## config.mk

```make
export PLATFORM = sky130hd
export DESIGN_NAME = twiddle_weighter
export DESIGN_NICKNAME = d
export VERILOG_FILES = /design/src/rtl/twd_pkg.sv /design/src/rtl/twd_coef_rom.sv /design/src/rtl/twd_lane.sv /design/src/rtl/twiddle_weighter.sv
export SDC_FILE = /design/constraint.sdc
export NUM_CORES = 2
export LEC_CHECK = 0
export BUFFER_PORTS_ARGS = -buffer_cell sky130_fd_sc_hd__clkbuf_2
export CORE_UTILIZATION = 50
export CTS_BUF_LIST = sky130_fd_sc_hd__clkbuf_2
export CTS_CLUSTER_SIZE = 10
export DETAILED_ROUTE_END_ITERATION = 8
export PLACE_DENSITY = 0.66
export SLEW_MARGIN = 10
export SYNTH_ARGS = -nofsm -noshare
export SYNTH_HDL_FRONTEND = slang
export SYNTH_SLANG_ARGS = --single-unit
export TNS_END_PERCENT = 1
```

## constraint.sdc

```tcl
create_clock -name clk -period 30.4 [get_ports clk]
set_input_delay 0 -clock clk [delete_from_list [all_inputs] [get_ports clk]]
set_output_delay 0 -clock clk [all_outputs]
set_load 0.01 [all_outputs]
```

## src/rtl/twd_pkg.sv

```systemverilog
// Shared helpers for the twiddle weighting stage.
// Assumes: only called with constant arguments, to compute coefficient tables at elaboration.
package twd_pkg;

    localparam real TWO_PI = 6.283185307179586;

    // Round a real value to the nearest integer, halves away from zero.
    function automatic int round_away(real x);
        if (x >= 0.0) return $rtoi(x + 0.5);
        return -$rtoi(-x + 0.5);
    endfunction

    // Quantised real part of exp(-j*2*pi*e/pts).
    function automatic int twd_cos(int e, int pts, int scale);
        return round_away(real'(scale) * $cos(TWO_PI * real'(e) / real'(pts)));
    endfunction

    // Quantised imaginary part of exp(-j*2*pi*e/pts).
    function automatic int twd_nsin(int e, int pts, int scale);
        return round_away(-real'(scale) * $sin(TWO_PI * real'(e) / real'(pts)));
    endfunction

endpackage

```

## src/rtl/twd_coef_rom.sv

```systemverilog
// Coefficient table for one weighted lane.
// Entry i holds W^(LANE*i) on a circle of 4*DEPTH points, with both components
// scaled by 2^(CW-1)-1. It also holds a flag that marks unity entries (exponent 0).
// Assumes: LANE >= 1; the read is combinational from the latched address.
module twd_coef_rom #(
    parameter int AW   = 6,
    parameter int CW   = 11,
    parameter int LANE = 1
) (
    input  logic [AW-1:0]        addr_i,
    output logic signed [CW-1:0] w_re_o,
    output logic signed [CW-1:0] w_im_o,
    output logic                 bypass_o
);
    localparam int DEPTH = 1 << AW;
    localparam int PTS   = 4 * DEPTH;
    localparam int SCALE = (1 << (CW - 1)) - 1;

    logic signed [CW-1:0] tab_re [DEPTH];
    logic signed [CW-1:0] tab_im [DEPTH];
    logic                 tab_flag [DEPTH];

    // Table contents, one entry per generate iteration.
    for (genvar i = 0; i < DEPTH; i++) begin : g_ent
        localparam int E   = (LANE * i) % PTS;
        localparam int QRE = twd_pkg::twd_cos(E, PTS, SCALE);
        localparam int QIM = twd_pkg::twd_nsin(E, PTS, SCALE);
        assign tab_re[i]   = CW'(QRE);
        assign tab_im[i]   = CW'(QIM);
        assign tab_flag[i] = (E == 0);
    end

    assign w_re_o   = tab_re[addr_i];
    assign w_im_o   = tab_im[addr_i];
    assign bypass_o = tab_flag[addr_i];

endmodule

```

## src/rtl/twd_lane.sv

```systemverilog
// One complex weighting lane, purely combinational.
// It forms four real products and keeps the add and subtract at full width.
// Then it rounds by 2^-(FRAC-s) and saturates to OW bits. With bypass set,
// the input is aligned by 2^FRAC so that it follows the same rounding path.
// Assumes: FRAC >= 2; OW > DW, so the bypass with shift never saturates.
module twd_lane #(
    parameter int DW   = 11,
    parameter int CW   = 11,
    parameter int OW   = 12,
    parameter int FRAC = 10
) (
    input  logic signed [DW-1:0] v_re_i,
    input  logic signed [DW-1:0] v_im_i,
    input  logic signed [CW-1:0] w_re_i,
    input  logic signed [CW-1:0] w_im_i,
    input  logic                 bypass_i,
    input  logic                 shift_i,
    output logic signed [OW-1:0] y_re_o,
    output logic signed [OW-1:0] y_im_o
);
    localparam int PW = DW + CW + 1;
    localparam logic signed [PW-1:0] HALF0 = PW'(1) <<< (FRAC - 1);
    localparam logic signed [PW-1:0] HALF1 = PW'(1) <<< (FRAC - 2);
    localparam logic signed [PW-1:0] OMAX  = PW'((1 << (OW - 1)) - 1);
    localparam logic signed [PW-1:0] OMIN  = -PW'(1 << (OW - 1));

    logic signed [PW-1:0] vr_x, vi_x, wr_x, wi_x;
    logic signed [PW-1:0] p_rr, p_ii, p_ri, p_ir;
    logic signed [PW-1:0] sum_re, sum_im;

    // Round by the selected shift, then clamp to the output range.
    function automatic logic signed [OW-1:0] reduce(logic signed [PW-1:0] x, logic s);
        logic signed [PW-1:0] r;
        r = s ? ((x + HALF1) >>> (FRAC - 1)) : ((x + HALF0) >>> FRAC);
        if (r > OMAX) return OMAX[OW-1:0];
        if (r < OMIN) return OMIN[OW-1:0];
        return r[OW-1:0];
    endfunction

    assign vr_x = PW'(v_re_i);
    assign vi_x = PW'(v_im_i);
    assign wr_x = PW'(w_re_i);
    assign wi_x = PW'(w_im_i);

    // The four real products, kept at double precision.
    assign p_rr = vr_x * wr_x;
    assign p_ii = vi_x * wi_x;
    assign p_ri = vr_x * wi_x;
    assign p_ir = vi_x * wr_x;

    // Real-to-complex combine, or the aligned bypass value.
    always_comb begin
        if (bypass_i) begin
            sum_re = vr_x <<< FRAC;
            sum_im = vi_x <<< FRAC;
        end else begin
            sum_re = p_rr - p_ii;
            sum_im = p_ri + p_ir;
        end
    end

    assign y_re_o = reduce(sum_re, shift_i);
    assign y_im_o = reduce(sum_im, shift_i);

endmodule

```

## src/rtl/twiddle_weighter.sv

```systemverilog
// Radix-4 twiddle weighting stage.
// Lane 0 passes through. Lanes 1..LANES-1 are weighted by table coefficients,
// read at an address that is latched from the master counter.
// One register stage gives every lane the same one-cycle latency.
// Assumes: LANES = 4 (radix 4); the results register loads only on valid input.
module twiddle_weighter #(
    parameter int DW    = 11,
    parameter int CW    = 11,
    parameter int OW    = 12,
    parameter int AW    = 6,
    parameter int LANES = 4
) (
    input  logic                  clk,
    input  logic                  rst_n,
    input  logic [AW-1:0]         cnt_i,
    input  logic                  addr_load_i,
    input  logic                  in_valid_i,
    input  logic                  final_pass_i,
    input  logic                  shift_i,
    input  logic [LANES*DW-1:0]   v_re_i,
    input  logic [LANES*DW-1:0]   v_im_i,
    output logic                  out_valid_o,
    output logic [LANES*OW-1:0]   y_re_o,
    output logic [LANES*OW-1:0]   y_im_o
);
    localparam int FRAC = CW - 1;

    logic [AW-1:0]         addr_q;
    logic [LANES*OW-1:0]   y_re_d, y_im_d;

    // Address latch: capture the counter's low bits on the schedule strobe.
    always_ff @(posedge clk) begin
        if (!rst_n)           addr_q <= '0;
        else if (addr_load_i) addr_q <= cnt_i;
    end

    for (genvar k = 0; k < LANES; k++) begin : g_lane
        logic signed [CW-1:0] w_re, w_im;
        logic                 flag;
        logic signed [OW-1:0] lr, li;

        if (k == 0) begin : g_pass
            assign w_re = '0;
            assign w_im = '0;
            assign flag = 1'b1;
        end else begin : g_rom
            twd_coef_rom #(.AW(AW), .CW(CW), .LANE(k)) u_rom (
                .addr_i   (addr_q),
                .w_re_o   (w_re),
                .w_im_o   (w_im),
                .bypass_o (flag)
            );
        end

        twd_lane #(.DW(DW), .CW(CW), .OW(OW), .FRAC(FRAC)) u_lane (
            .v_re_i   ($signed(v_re_i[k*DW +: DW])),
            .v_im_i   ($signed(v_im_i[k*DW +: DW])),
            .w_re_i   (w_re),
            .w_im_i   (w_im),
            .bypass_i (flag | final_pass_i),
            .shift_i  (shift_i),
            .y_re_o   (lr),
            .y_im_o   (li)
        );

        assign y_re_d[k*OW +: OW] = lr;
        assign y_im_d[k*OW +: OW] = li;
    end

    // Result register: load on valid input, hold otherwise.
    always_ff @(posedge clk) begin
        if (!rst_n) begin
            out_valid_o <= 1'b0;
            y_re_o      <= '0;
            y_im_o      <= '0;
        end else begin
            out_valid_o <= in_valid_i;
            if (in_valid_i) begin
                y_re_o <= y_re_d;
                y_im_o <= y_im_d;
            end
        end
    end

endmodule

```

==> summary.md <==
| Metric | Value |
|---|---|
| Status | complete, no violations |
| First-pass GRT wire length | 378 mm |
| Flops & latches, synth | slightly above 100 |
| Gr usage total | between 30% and 40% |
| DR iter-0 viols | 5239 |
| Area contributors post-synth | fa_1 36%, ha_1 12%, inv_1 9.2%, and2_1 5.1%, nand2_1 5.0% |
| Seq/Total Area, Yosys | ~2.7% |
| WHS Path Cells | 7 |
| PortBufs | around 200 |
| Post-synth top cells | 1865 x inv_1, 1380 x fa_1, 1022 x nand2_1 |
| Setup_tns | 0 ps |
| Post-synthesis cell count | 9349 |
| Final Hold Fails | 0 |
| Max-cap viol count | 0 |
| Post_cts resized | 0 |
| CP peak stage delay | around 740 ps |
| Worst hold-check path type | input pin to register |
| Async set or reset register ratio after synthesis | 0% |
| Finished Cell Area | between 80000 and 90000 µm² |
| Number of CTS-inserted buffers | 9 |
| Vias in the first global route | between 60k and 70k |
| Clock sinks | around 100 |
| R2r startpoint | addr_q[2] |
| Most Frequent Cell on Critical Path | fa_1 |
| Final wirelength | 234 mm |
| Post-DP HPWL | about 180 mm |
| Syn. warnings | 0 |
| Htree depth | 3 |
| Avg Cell Area, Syn | 8.15 µm² |
| Max Transition Viols Final | 0 |
| Slew @ Worst Pin | 1420 ps |
| Root Buffer | clkbuf_2 |
| Die area | ~150000 µm² |
| Post-DP Area | roughly 80000 µm² |
| ANT nets after route | 0 |
| Share of the synthesized area in the top cell type | 36.2% |
| Via count | 64.6k |
| Vert. Die Dim | just under 400 µm |
| Pre-antenna DRT Iters | 8 |
| Die Span X | approximately 400 µm |
| Setup slack, reg-to-reg | 17600 ps |
| Worst-case clock buffer depth | 2 |
| Post-CTS Setup Inserts | 0 |
| CP endpoint kind | register |
| Area grow syn2layout | 5.00% |
| CP required | 31250 ps |
| GP Congestion | 1.01 |
| Wire per inst | 20.7 µm |
| TritonCTS clock tree | built |
| Hold slack | between 70 and 80 ps |
| Reg2reg end | y_im_o[33] |
| Row count | 142 |
| Critical Path Fanout Max | a little over 70 |
| Setup crit end | y_im_o[33] |
| Arrival time worst endpoint | between 10000 and 15000 ps |
| Final Util | between 50% and 60% |
| Cell with the most instances after synthesis | inv_1 |
| Register clock-pin slew on the reported worst setup and hold paths | roughly 420 ps |
| Initial core utilization | 50.6% |
| Largest net degree at the start of global routing | 73 |
| Nets | roughly 12k |
| Initial antenna violation count | 11 |
| Post-synthesis cell type count | between 100 and 150 |
| Worst Reg-to-Reg Cells | 37 |
| Syn_nets | between 10k and 15k |
| Fmax | between 70 and 80 MHz |
| Type of origin of the critical path | register |
| Crit Path Category | register to register |
| Io pins | 197 |
| Cell Area, Synth | roughly 76000 µm² |
| Worst-Skew Late Latency | around 970 ps |
| Commonest register cell after synthesis | dfxtp_1 |
| Total gr overflow | 0 |
| Core area | around 150000 µm² |
| DRC viols | 0 |
| Via density | 5.71 |
| Post-synth EDFFs | 0 |
| Max Clock Skew | roughly 94 ps |
| Slew headroom | approximately 5.4% |
| Critical path origin | addr_q[2] |
| Share of cells above drive strength 1 | approximately 5.7% |
| Final worst-path cycle share | a little over two fifths |
| RSZ-0062 raised after global routing | no |
| Final min period | 12800 ps |
| Critical-path top delay cell | dfxtp_4 |
| Setup violators final | 0 |
| Synth area leader | fa_1 |
-- cell families (layout without fill, tap and decap cells) --
| logic type | Yosys count | count (layout) | share of synthesized area (%) |
|---|---|---|---|
| DFF | 103 | 103 | 2.70 |
| AOI/OAI and AO/OA | 1513 | 1513 | 13.2 |
| buffers and inverters | 2358 | 2305 | 11.9 |
| other | 0 | 4 | 0 |
| adders and majority gates | 2110 | 2110 | 48.2 |
| muxes | 73 | 73 | 1.03 |
| xor gates and xnor gates | 405 | 405 | 4.68 |
| and+or+nand+nor | 2787 | 2787 | 18.3 |
-- state kept, by name (all words and copies together), names as in the netlist --
signal and cells:
y_im_o 48, addr_q 6, out_valid_o 1, y_re_o 48
-- what timing repair did --
| action | CTS | global route |
|---|---|---|
| setup endpoints to repair | 0 | 0 |
| endpoints found under the hold margin | 102 | 0 |
| hold buffers | 107 | 0 |
-- cell type report --
| class | count | area, µm² |
|---|---|---|
| Antenna cell | 4 | 10.0 |
| Clock buffer | 9 | 45.0 |
| Clock inverter | 7 | 95.1 |
| Fill cell | 14500 | 70600 |
| Inverter | 1871 | 7020 |
| Multi-Input combinational cell | 6888 | 65300 |
| Sequential cell | 103 | 2080 |
| Tap cell | 2016 | 2520 |
| Timing Repair Buffer | 418 | 2930 |
-- through the flow --
| stage | setup slack, ps | cells |
|---|---|---|
| 2_1_floorplan | 19950 | 9349 |
| 3_3_place_gp | 18080 | 11200 |
| 6_report | 17600 | 11300 |
| 5_1_grt | 16800 | 11300 |
| 4_1_cts | 17900 | 11300 |
| 3_5_place_dp | 18000 | 11200 |
-- how the worst min path moves through the flow --
stage	from	endpoint	slack [ps]
CTS	v_im_i[36]	y_im_o[39]	20
floorplan	v_im_i[0]	y_im_o[0]	170
detailed placement	v_re_i[10]	y_re_o[11]	280
global route	addr_load_i	addr_q[3]	60
finish	v_im_i[36]	y_im_o[39]	80
global placement	v_im_i[10]	y_im_o[11]	280
-- cell usage in the layout, fill, tap and decap left out, types with 36 or more instances in the layout --
cell / synthesis / routed
inv_1: 1865 / 1865
fa_1: 1380 / 1380
nand2_1: 1022 / 1022
ha_1: 730 / 730
and2_1: 620 / 620
a21oi_1: 409 / 391
nor2_1: 376 / 376
xnor2_1: 310 / 310
o21ai_0: 322 / 304
clkbuf_2: 0 / 202
nor2b_1: 155 / 155
nand3_1: 141 / 141
buf_4: 8 / 117
nor3_1: 114 / 111
dlygate4sd3_1: 0 / 107
dfxtp_1: 103 / 99
o21bai_1: 98 / 98
a21o_1: 95 / 95
xor2_1: 94 / 94
nand2b_1: 74 / 74
a31oi_1: 75 / 70
o211ai_1: 68 / 68
mux2i_1: 56 / 54
and3_1: 48 / 48
nand4_1: 45 / 45
o21a_1: 44 / 44
or2_2: 36 / 36
-- worst max-delay path, delay by kind of cell (launching register included) --
family	cells	cell delay, ps
compound gates	11	3850
fa+ha+maj	8	3530
simple gates	8	2190
buf+inv	7	1660
flops	1	740
xor+xnor	2	470
mux	1	110
-- layer usage --
| layer | vias to the layer above | wire length, µm | global-route usage (%) |
|---|---|---|---|
| met2 | 2416 | 108000 | 51.2 |
| met1 | 32300 | 98800 | 42.0 |
| li1 | 29400 | - | - |
| met4 | 2 | 8340 | 9.79 |
| met3 | 484 | 18900 | 5.63 |
| met5 | - | 13 | 0 |
Power is not shown: default switching activity piles up to over one toggle a cycle in this logic, so the estimate is an artifact.
